==> src/rtl/vic_pkg.sv <==
package vic_pkg;
  typedef enum logic [1:0] {
    ST_IDLE = 2'd0,
    ST_SAVE = 2'd1,
    ST_RUN  = 2'd2,
    ST_REST = 2'd3
  } vic_state_e;
endpackage

==> src/rtl/vic_resolve.sv <==
module vic_resolve #(
  parameter int NPIN   = 8,
  parameter int NUM_W  = 8,
  parameter int PRIO_W = 4
) (
  input  logic              ext_mode_i,
  input  logic [NPIN-1:0]   pin_req_i,
  input  logic              ext_valid_i,
  input  logic [NUM_W-1:0]  ext_num_i,
  input  logic [PRIO_W-1:0] ext_prio_i,
  output logic              cand_valid_o,
  output logic [NUM_W-1:0]  cand_num_o,
  output logic [PRIO_W-1:0] cand_prio_o
);
  logic              pin_any;
  logic [NUM_W-1:0]  pin_num;
  logic [PRIO_W-1:0] pin_prio;

  // ascending scan: last hit is the highest index
  always_comb begin
    pin_any  = 1'b0;
    pin_num  = '0;
    pin_prio = '0;
    for (int i = 0; i < NPIN; i++) begin
      if (pin_req_i[i]) begin
        pin_any  = 1'b1;
        pin_num  = NUM_W'(i);
        pin_prio = PRIO_W'(i + 1);
      end
    end
  end

  always_comb begin
    if (ext_mode_i) begin
      cand_valid_o = ext_valid_i && (ext_prio_i != '0);
      cand_num_o   = ext_num_i;
      cand_prio_o  = ext_prio_i;
    end else begin
      cand_valid_o = pin_any;
      cand_num_o   = pin_num;
      cand_prio_o  = pin_prio;
    end
  end
endmodule

==> src/rtl/vic_vecgen.sv <==
module vic_vecgen #(
  parameter int NUM_W = 8,
  parameter int OFF_W = 16
) (
  input  logic [NUM_W-1:0] num_i,
  input  logic [OFF_W-1:0] spacing_i,
  output logic [OFF_W-1:0] vec_off_o
);
  localparam int PROD_W = NUM_W + OFF_W;
  logic [PROD_W-1:0] prod;

  assign prod      = PROD_W'(num_i) * PROD_W'(spacing_i);
  assign vec_off_o = prod[OFF_W-1:0];
endmodule

==> src/rtl/vic_bitop.sv <==
module vic_bitop #(
  parameter int BIT_W = 8
) (
  input  logic             clk_i,
  input  logic             rst_ni,
  input  logic [BIT_W-1:0] bit_set_i,
  input  logic [BIT_W-1:0] bit_clr_i,
  output logic [BIT_W-1:0] periph_o
);
  logic [BIT_W-1:0] word_q;

  always_ff @(posedge clk_i or negedge rst_ni) begin
    if (!rst_ni) word_q <= '0;
    else         word_q <= (word_q & ~bit_clr_i) | bit_set_i;
  end

  assign periph_o = word_q;

  assert_set_lands_R9: assert property (@(posedge clk_i) disable iff (!rst_ni)
    1'b1 |=> ((periph_o & $past(bit_set_i)) == $past(bit_set_i)));
  assert_clr_lands_R9: assert property (@(posedge clk_i) disable iff (!rst_ni)
    1'b1 |=> ((periph_o & $past(bit_clr_i) & ~$past(bit_set_i)) == '0));
endmodule

==> src/rtl/vec_irq_ctrl.sv <==
module vec_irq_ctrl
  import vic_pkg::*;
#(
  parameter int NPIN   = 8,
  parameter int NUM_W  = 8,
  parameter int PRIO_W = 4,
  parameter int OFF_W  = 16,
  parameter int BIT_W  = 8
) (
  input  logic              clk_i,
  input  logic              rst_ni,
  input  logic              ext_mode_i,
  input  logic [NPIN-1:0]   pin_req_i,
  input  logic              ext_valid_i,
  input  logic [NUM_W-1:0]  ext_num_i,
  input  logic [PRIO_W-1:0] ext_prio_i,
  input  logic [PRIO_W-1:0] base_ipl_i,
  input  logic [OFF_W-1:0]  spacing_i,
  input  logic              eoi_i,
  input  logic              save_ack_i,
  input  logic              restore_ack_i,
  input  logic [BIT_W-1:0]  bit_set_i,
  input  logic [BIT_W-1:0]  bit_clr_i,
  output logic              save_req_o,
  output logic              restore_req_o,
  output logic              pf_valid_o,
  output logic              disp_valid_o,
  output logic              chain_o,
  output logic [NUM_W-1:0]  irq_num_o,
  output logic [PRIO_W-1:0] ipl_o,
  output logic [OFF_W-1:0]  vec_off_o,
  output logic [BIT_W-1:0]  periph_o
);
  logic              cand_valid;
  logic [NUM_W-1:0]  cand_num;
  logic [PRIO_W-1:0] cand_prio;
  logic              take;

  vic_state_e        state_q;
  logic [NUM_W-1:0]  num_q;
  logic [PRIO_W-1:0] prio_q;
  logic              save_q, rest_q, disp_q, chain_q;

  vic_resolve #(.NPIN(NPIN), .NUM_W(NUM_W), .PRIO_W(PRIO_W)) u_resolve (
    .ext_mode_i  (ext_mode_i),
    .pin_req_i   (pin_req_i),
    .ext_valid_i (ext_valid_i),
    .ext_num_i   (ext_num_i),
    .ext_prio_i  (ext_prio_i),
    .cand_valid_o(cand_valid),
    .cand_num_o  (cand_num),
    .cand_prio_o (cand_prio)
  );

  assign take = cand_valid && (cand_prio > base_ipl_i);

  always_ff @(posedge clk_i or negedge rst_ni) begin
    if (!rst_ni) begin
      state_q <= ST_IDLE;
      num_q   <= '0;
      prio_q  <= '0;
      save_q  <= 1'b0;
      rest_q  <= 1'b0;
      disp_q  <= 1'b0;
      chain_q <= 1'b0;
    end else begin
      save_q  <= 1'b0;
      rest_q  <= 1'b0;
      disp_q  <= 1'b0;
      chain_q <= 1'b0;
      case (state_q)
        ST_IDLE: if (take) begin
          state_q <= ST_SAVE;
          save_q  <= 1'b1;
          num_q   <= cand_num;
          prio_q  <= cand_prio;
        end
        ST_SAVE: if (save_ack_i) begin
          state_q <= ST_RUN;
          disp_q  <= 1'b1;
        end
        ST_RUN: if (eoi_i) begin
          if (take) begin
            num_q   <= cand_num;
            prio_q  <= cand_prio;
            disp_q  <= 1'b1;
            chain_q <= 1'b1;
          end else begin
            state_q <= ST_REST;
            rest_q  <= 1'b1;
          end
        end
        ST_REST: if (restore_ack_i) state_q <= ST_IDLE;
        default: state_q <= ST_IDLE;
      endcase
    end
  end

  vic_vecgen #(.NUM_W(NUM_W), .OFF_W(OFF_W)) u_vecgen (
    .num_i    (num_q),
    .spacing_i(spacing_i),
    .vec_off_o(vec_off_o)
  );

  vic_bitop #(.BIT_W(BIT_W)) u_bitop (
    .clk_i    (clk_i),
    .rst_ni   (rst_ni),
    .bit_set_i(bit_set_i),
    .bit_clr_i(bit_clr_i),
    .periph_o (periph_o)
  );

  assign save_req_o    = save_q;
  assign restore_req_o = rest_q;
  assign disp_valid_o  = disp_q;
  assign chain_o       = chain_q;
  assign pf_valid_o    = (state_q == ST_SAVE);
  assign irq_num_o     = num_q;
  assign ipl_o         = (state_q == ST_RUN) ? prio_q : base_ipl_i;

  assert_take_above_base_R3: assert property (@(posedge clk_i) disable iff (!rst_ni)
    save_req_o |-> ($past(cand_prio) > $past(base_ipl_i)));
  assert_save_single_R5: assert property (@(posedge clk_i) disable iff (!rst_ni)
    save_req_o |=> !save_req_o);
  assert_save_opens_prefetch_R5: assert property (@(posedge clk_i) disable iff (!rst_ni)
    save_req_o |-> pf_valid_o);
  assert_disp_needs_ack_R6: assert property (@(posedge clk_i) disable iff (!rst_ni)
    (disp_valid_o && !chain_o) |-> ($past(save_ack_i) && $past(pf_valid_o)));
  assert_chain_skips_stack_R7: assert property (@(posedge clk_i) disable iff (!rst_ni)
    chain_o |-> (disp_valid_o && !save_req_o && !restore_req_o));
  assert_restore_single_R8: assert property (@(posedge clk_i) disable iff (!rst_ni)
    restore_req_o |=> !restore_req_o);
  assert_no_take_in_restore_R8: assert property (@(posedge clk_i) disable iff (!rst_ni)
    restore_req_o |=> !save_req_o);
endmodule

==> config.mk <==
export PLATFORM = sky130hd
export DESIGN_NAME = vec_irq_ctrl
export DESIGN_NICKNAME = d
export VERILOG_FILES = /design/src/rtl/vic_pkg.sv /design/src/rtl/vic_resolve.sv /design/src/rtl/vic_vecgen.sv /design/src/rtl/vic_bitop.sv /design/src/rtl/vec_irq_ctrl.sv
export SDC_FILE = /design/constraint.sdc
export NUM_CORES = 1
export LEC_CHECK = 0
export BUFFER_PORTS_ARGS = -buffer_cell sky130_fd_sc_hd__buf_2
export CAP_MARGIN = 20
export CELL_PAD_IN_SITES_DETAIL_PLACEMENT = 1
export CELL_PAD_IN_SITES_GLOBAL_PLACEMENT = 1
export CORE_MARGIN = 1.5
export CORE_UTILIZATION = 40
export DETAILED_ROUTE_END_ITERATION = 8
export GPL_TIMING_DRIVEN = 1
export PLACE_DENSITY_LB_ADDON = 0.08
export SYNTH_ARGS = -nofsm -noshare
export SYNTH_HDL_FRONTEND = slang
export SYNTH_HIERARCHICAL = 1
export SYNTH_SLANG_ARGS = --single-unit
==> constraint.sdc <==
create_clock -name clk_i -period 14.2 [get_ports clk_i]
set_input_delay 2.84 -clock clk_i [delete_from_list [all_inputs] [get_ports clk_i]]
set_output_delay 2.84 -clock clk_i [all_outputs]
set_load 0.01 [all_outputs]
# Yosys cells after proc, flatten, opt, wreduce, memory -nomap -nowiden
# Index checks and enable logic that the tools add are counted.
[totals] regBits=26 input_bits=63 out_inout_bits=41 elab_cells=76
[classes] mul=1 magnitude_cmp=1 n_eq_ne=8 muxes=48 bitwise_logic=3 n_reduce_logical=7
[ops] operator="3-bit two-way mux" count=8
[ops] operator="8-bit two-way mux" count=3
[ops] operator="4-bit two-way mux" count=5
[ops] operator="1-bit two-way mux" count=19
[ops] operator="2-bit two-way mux" count=9
[ops] operator="8-bit by 16-bit multiplier with 16-bit output" count=1
[ops] operator="8-bit one-hot mux with 2 select lines" count=1
[ops] operator="2-bit != test (second input constant)" count=5
[ops] operator="8-bit AND" count=1
[ops] operator="8-bit NOT" count=1
[ops] operator="8-bit bitwise OR" count=1
[ops] operator="2-bit one-hot mux with 4 select lines" count=1
[ops] operator="4-bit one-hot mux with 2 select lines" count=1
[ops] operator="5-bit AND reduction" count=1
[ops] operator="2-bit equality test (second input constant)" count=2
[ops] operator="4-bit greater-than comparator" count=1
[ops] operator="4-bit nonzero test" count=1
[ops] operator="2-bit by 1-bit equality test with 1-bit output (second input constant)" count=1
[ops] operator="1-bit logical AND" count=2
[ops] operator="2-bit logical NOT" count=1
[ops] operator="1-bit one-hot mux with 2 select lines" count=1
[ops] operator="2-bit AND reduction" count=1
[ops] operator="2-bit nonzero test" count=1

# Logic depth before layout (Yosys ltp)
# Gate-level depths: netlist of the first run.
[logic_depth] depth_word=14 mapped_depth=16 ltp_nobuf=16

# By module
# The synthesis of the first run kept the hierarchy.
[by_module_without_submodules] mod="vic_vecgen" n_inst=1 cells_per_inst=336 area_each_um2=2821.5 seq_area_each_um2=0.0
[by_module_without_submodules] mod="vec_irq_ctrl" n_inst=1 cells_per_inst=80 area_each_um2=1021.0 seq_area_each_um2=450.4
[by_module_without_submodules] mod="vic_bitop" n_inst=1 cells_per_inst=24 area_each_um2=290.3 seq_area_each_um2=200.2
[by_module_without_submodules] mod="vic_resolve" n_inst=1 cells_per_inst=39 area_each_um2=244.0 seq_area_each_um2=0.0

# Least setup slack after synthesis of the first run
# OpenSTA, ideal clock, no wires.
[synth_timing] path_kind="in2out" startpoint="input spacing_i[5]" endpoint="output vec_off_o[14]" arrival_ps=6294 required_ps=11360 setup_slack_ps=5066 path_stages=13 path_buffers=0 cell_sequence="and2_1 -> fa_1 -> inv_1 -> fa_1 -> fa_1 -> fa_1 -> inv_1 -> ha_1 -> o21a_1 -> o21ai_0 -> a211o_1 -> a311o_1 -> xnor2_1"
[synth_between] elab_chain_len=1
[synth_rtl] item="start: declaration" line="vec_irq_ctrl.sv:18" rtl="input logic [OFF_W-1:0] spacing_i,"
[synth_rtl] item="8-bit by 16-bit multiplier with 16-bit output" line="vic_vecgen.sv:12" rtl="assign prod = PROD_W'(num_i) * PROD_W'(spacing_i);"
[synth_rtl] item="end: declaration" line="vec_irq_ctrl.sv:31" rtl="output logic [OFF_W-1:0] vec_off_o,"
# No other way between the ends.

# Worst setup path in the final report of the first run
# Same ends and word-level chain as after synthesis.

==> results of run 1 <==
[path summary, 6_finish.rpt]
check,end,cells past startpoint,slack [ns]
max,vec_off_o[14],15,4.67
min,u_bitop/periph_o[5]$_DFF_PN0_,1,0.48
max reg2reg,prio_q[2]$_DFFE_PN0P_,5,11.96
min reg2reg,u_bitop/periph_o[5]$_DFF_PN0_,1,0.48
max in group asynchronous,prio_q[2]$_DFFE_PN0P_,1,11.24
min in group asynchronous,restore_req_o$_DFF_PN0_,1,2.56
[worst max-delay path, stage by stage]
cell and delay (ns):
buf_2 0.14, and2_1 0.18, fa_1 0.53, inv_1 0.06
fa_1 0.56, fa_1 0.43, fa_1 0.49, inv_1 0.04
ha_1 0.32, o21a_1 0.13, o21ai_0 0.09, a211o_1 0.28
a311o_1 0.29, xnor2_1 0.14, buf_2 0.15
[logic make-up after synthesis]
logic type | Yosys count
xor+xnor | 23
compound gates | 55
mux | 15
buf+inv | 109
fa+ha+maj | 93
simple gates | 158
flops | 26
[cell usage after synthesis, drive strengths merged]
| master | n | area [um^2] |
|---|---|---|
| a211o | 1 | 8.760 |
| a211oi | 1 | 12.51 |
| a21boi | 1 | 11.26 |
| a21o | 13 | 105.1 |
| a21oi | 14 | 81.33 |
| a221o | 1 | 10.01 |
| a221oi | 1 | 8.760 |
| a22o | 1 | 8.760 |
| a2bb2oi | 1 | 8.760 |
| a311o | 1 | 10.01 |
| a311oi | 1 | 15.01 |
| a32oi | 1 | 8.760 |
| and2 | 70 | 445.4 |
| buf | 4 | 41.29 |
| clkbuf | 6 | 22.52 |
| dfrtp | 26 | 650.6 |
| fa | 60 | 1201 |
| ha | 33 | 412.9 |
| inv | 99 | 371.6 |
| mux2 | 15 | 206.4 |
| nand2 | 48 | 182.7 |
| nand2b | 4 | 32.53 |
| nand3 | 2 | 10.01 |
| nand4 | 1 | 6.260 |
| nor2 | 22 | 82.58 |
| nor2b | 5 | 38.78 |
| nor3 | 2 | 10.01 |
| nor4 | 1 | 6.260 |
| nor4b | 1 | 8.760 |
| o211ai | 1 | 21.27 |
| o21a | 3 | 22.52 |
| o21ai | 6 | 33.78 |
| o21bai | 1 | 7.510 |
| o221ai | 1 | 8.760 |
| o311ai | 1 | 8.760 |
| o31ai | 4 | 30.03 |
| o41ai | 1 | 8.760 |
| or2 | 1 | 6.260 |
| or2b | 1 | 8.760 |
| xnor2 | 18 | 157.7 |
| xor2 | 5 | 43.79 |
[metal layers]
layer | up-vias | wire, um
li1 | 1661 | -
met1 | 1717 | 4834
met2 | 68 | 5544
met3 | 7 | 391
met4 | 0 | 71
met5 | - | 0
[state kept, by name, indices dropped and copies added (netlist names)]
name / count
disp_valid_o: 1
chain_o: 1
prio_q: 4
save_req_o: 1
u_bitop/periph_o: 8
state_q: 2
irq_num_o: 8
restore_req_o: 1
[cell type report]
type,count,area [um^2],area share
inverter,99,371.6,0.07346
tap,140,175.2,0.03463
sequential,26,650.6,0.1286
multi-input combinational,344,3291,0.6505
clock buffer,4,55.05,0.01088
timing repair buffer,103,515.5,0.1019
[per-stage QoR]
step	worst slack [ns]	std cells	util	hold WS (ns)
after floorplan	5.066	479	-	0.4762
after global placement	4.745	712	0.4657	0.4549
after detailed placement	4.647	712	0.4657	0.4659
after CTS	4.646	716	0.4708	0.4901
after global routing	4.450	716	0.4708	0.5047
final	4.670	716	0.4708	0.4826
==> reports/metrics.yaml, run 1 <==
syn_avg_cell_area_um2: 9.137
relSlewSlack: 0.5935
avgRoutedWirePerCell_um: 15.14
core_area_um2: 10750
synthMuxAreaShare: 0.04717
chipHeight_um: 107.6
cp.required_ns: 11.36
ys_types: 52
synth_top_family_by_area: "adder cells"
stdcell_area_um2: 5059
grt_max_degree: 27
syn_inst: 479
finalCritPeriodShare: 0.6711
rows: 38
die_x_um: 107.6
nNetsFinal: 733
startpoint: "spacing_i[5]"
portBuffers: 103
post_cts_resized: 0
layout-drive-gt1-share: 0.2413
postPlaceCellArea_um2: 5004
cts_tree: "done"
synth-seq-cells: 26
routed-via-count: 3453
slew_violations: 0
synthAdderAreaFrac: 0.3688
dr.pass1.iters: 4
fmax_mhz: 104.9
cts.htree.levels: 1
syn_area_um2: 4377
post_cts_buffers: 0
worstReg2RegStart: "state_q[0]$_DFFE_PN0P_"
fill_cells: 1357
crit_path_end_kind: "primary output"
viasPerCell: 4.823
cts_root_buf: "clkbuf_8"
antennaDiodeCount: 0
skew_ns: 0.002391
grt-ovfl-total: 0
drc: 0
final_common_cell: "buf_2"
synth_compound_area_frac: 0.09834
wl_mm: 10.84
antenna_found_initial: 0
setup_tns_ns: 0
status: "complete, no violations"
ys_warn_count: 6
path_clk_slew_ns: 0.10
grt_first_pass_wirelength_mm: 18.62
yosysSeqAreaShare: 0.1487
grt_use_met2: 0.3740
dieArea_um2: 11580
clock_latency_ns: 0.28
hp-start: "u_bitop/periph_o[5]$_DFF_PN0_"
cts.sinks: 26
hp-class: "flip-flop to flip-flop"
drtIter0Drc: 65
setup_viol_count_final: 0
busiest_layer: "met2"
start_util: 0.4073
syn_nets: 635
hold_viol: 0
grt_pass1_vias: 3943
arrival_ns: 6.69
grtUsageTotal: 0.2006
post-route-min-period_ns: 9.530
crit_fanout: 8
synth-simple-area-share: 0.1915
ios: 104
crit_type: "input pin to primary output"
place.gp.congestion: 0.8542
use_met3: 0.02482
startpoint_type: "input pin"
numCtsBuffers: 3
drv_cap: 0
synth_xor_area_frac: 0.04603
area_growth_pct: 15.58
grt_util_met1: 0.2553
rsz0062_at_grt: "no"
hpwl_mm: 9.088
cts_hold_buf: 0
clock_path_buffers: 2
ant_nets: 0
mostFrequentLayoutCells: "buf_2 (103), inv_1 (99), and2_1 (64)"
tightest_slew_ns: 0.6098
Power of run 1 is left out: the tool's default activity adds up to more than one toggle a clock period on the data nets, which glitch-free logic cannot reach.
==> run 2: changes to the inputs <==
==> constraint.sdc (replaced) <==
create_clock -name clk_i -period 8.89 [get_ports clk_i]
set_input_delay 1.778 -clock clk_i [delete_from_list [all_inputs] [get_ports clk_i]]
set_output_delay 1.778 -clock clk_i [all_outputs]
set_load 0.01 [all_outputs]
==> reports/metrics.yaml, run 2 (synthesized netlist as in run 1, its figures left out) <==
routed-via-count: 3458  # was 3453
startpoint: "spacing_i[5]"  # unchanged
drc: 0  # unchanged
crit_end: "vec_off_o[14]"  # unchanged
cp.required_ns: 7.11  # was 11.36 ns
reg2reg_to: "prio_q[2]$_DFFE_PN0P_"  # unchanged
skew_ns: 0.004291  # was 0.002391 ns
path_cells: "buf_2, and2_1, fa_1, inv_1, fa_1, fa_1, fa_1, inv_1, ha_1, o21a_1, o21ai_0, a211o_1, a311o_1, xnor2_1, buf_2"  # unchanged
crit_path_end_kind: "primary output"  # unchanged
post-route-min-period_ns: 7.376
avgRoutedWirePerCell_um: 14.96  # was 15.14 um
cts_tree: "done"  # unchanged
tightest_slew_ns: 0.6103  # was 0.6098 ns
final_common_cell: "buf_2"  # unchanged
core_area_um2: 10750  # unchanged
antennaDiodeCount: 0  # unchanged
antenna_found_initial: 0  # unchanged
path_clk_slew_ns: 0.09  # was 0.10 ns
grt_first_pass_wirelength_mm: 18.21  # was 18.62 mm
fmax_mhz: 135.6
slew_violations: 0  # unchanged
chipHeight_um: 107.6  # unchanged
mostFrequentLayoutCells: "buf_2 (103), inv_1 (99), and2_1 (64)"  # unchanged
portBuffers: 103  # unchanged
rows: 38  # unchanged
post_cts_buffers: 0  # unchanged
cpMostUsedCell: "fa_1"  # unchanged
start_util: 0.4073  # unchanged
arrival_ns: 5.60  # was 6.69 ns
layout-drive-gt1-share: 0.2413  # unchanged
cts.sinks: 26  # unchanged
crit_fanout: 8  # unchanged
grt_pass1_vias: 3806  # was 3943
cpMaxStageDelayCell: "fa_1"  # unchanged
critical_path_buf_inv_count: 4  # unchanged
dr.pass1.iters: 4  # unchanged
grt_max_degree: 27  # unchanged
hp-class: "flip-flop to flip-flop"  # unchanged
setup_tns_ns: 0  # unchanged
finalCritPeriodShare: 0.8297
area_growth_pct: 15.58  # unchanged
ios: 104  # unchanged
nNetsFinal: 733  # unchanged
rsz0062_at_grt: "no"  # unchanged
drv_cap: 0  # unchanged
hold_viol: 0  # unchanged
reg2regPathDepth: 5  # unchanged
viasPerCell: 4.830  # was 4.823
worstReg2RegStart: "state_q[0]$_DFFE_PN0P_"  # unchanged
clock_path_buffers: 2  # unchanged
regToRegSetupSlack_ns: 6.66  # was 11.96 ns
wl_mm: 10.71  # was 10.84 mm
numCtsBuffers: 3  # unchanged
die_x_um: 107.6  # unchanged
dieArea_um2: 11580  # unchanged
hpwl_mm: 9.000  # was 9.088 mm
cts.htree.levels: 1  # unchanged
place.gp.congestion: 0.8541  # was 0.8542
drtIter0Drc: 78  # was 65
ant_nets: 0  # unchanged
cts_root_buf: "clkbuf_8"  # unchanged
relSlewSlack: 0.5931  # was 0.5935
cts_hold_buf: 0  # unchanged
startpoint_type: "input pin"  # unchanged
worst-path-stages: 15  # unchanged
hp-start: "u_bitop/periph_o[3]$_DFF_PN0_"  # was u_bitop/periph_o[5]$_DFF_PN0_
grtUsageTotal: 0.1963  # was 0.2006
status: "complete, no violations"  # unchanged
clock_latency_ns: 0.28  # about the same
setup_viol_count_final: 0  # unchanged
crit_family: "adder cells"  # unchanged
post_cts_resized: 0  # unchanged
grt-ovfl-total: 0  # unchanged
max_stage_delay_ns: 0.55  # was 0.56 ns
crit_type: "input pin to primary output"  # unchanged
[run 2: cell counts in the layout (fill, tap and decap cells not counted)]
No cell type changed its count.
[run 2: metal layers]
metal | vias to the layer above | GRT usage | part of all wire
li1 | 1663 | - | -
met1 | 1719 | 0.2534 | 0.44
met2 | 67 | 0.3540 | 0.51
met3 | 9 | 0.02845 | 0.040
met4 | 0 | 0.03102 | 0.0078
met5 | - | 0 | 0
[run 2: metrics by stage]
stage	std cells	cell area (um^2)	util	hold WS [ns]	worst slack (ns)
after global placement	712	5004	0.4657	0.4549	1.561
after floorplan	479	4377	-	0.4762	1.880
after CTS	716	5059	0.4708	0.4876	1.483
final	716	5059	0.4708	0.4817	1.514
after detailed placement	712	5004	0.4657	0.4641	1.482
after global routing	716	5059	0.4708	0.5024	1.317
[run 2: worst min path at each step]
stage | cells after the start | endpoint
6_report | 1 | u_bitop/periph_o[3]$_DFF_PN0_
5_1_grt | 1 | u_bitop/periph_o[3]$_DFF_PN0_
4_1_cts | 1 | u_bitop/periph_o[3]$_DFF_PN0_
3_5_place_dp | 1 | u_bitop/periph_o[3]$_DFF_PN0_
3_3_place_gp | 1 | u_bitop/periph_o[4]$_DFF_PN0_
2_1_floorplan | 1 | prio_q[0]$_DFFE_PN0P_
[run 2: worst reg2reg max path: stages, from the launching register on]
cell and delay [ns]:
dfrtp_1 0.41, inv_1 0.10, ha_1 0.36, or2b_2 0.37, a21oi_4 0.48, mux2_2 0.41
[run 2: cell type report]
class,instances,area [um^2]
fill,1331,5687
tap,140,175.2
inverter,99,371.6
sequential,26,650.6
clock buffer,4,55.05
timing repair buffer,103,515.5
multi-input combinational,344,3291
Power of run 2 is left out for the same reason.
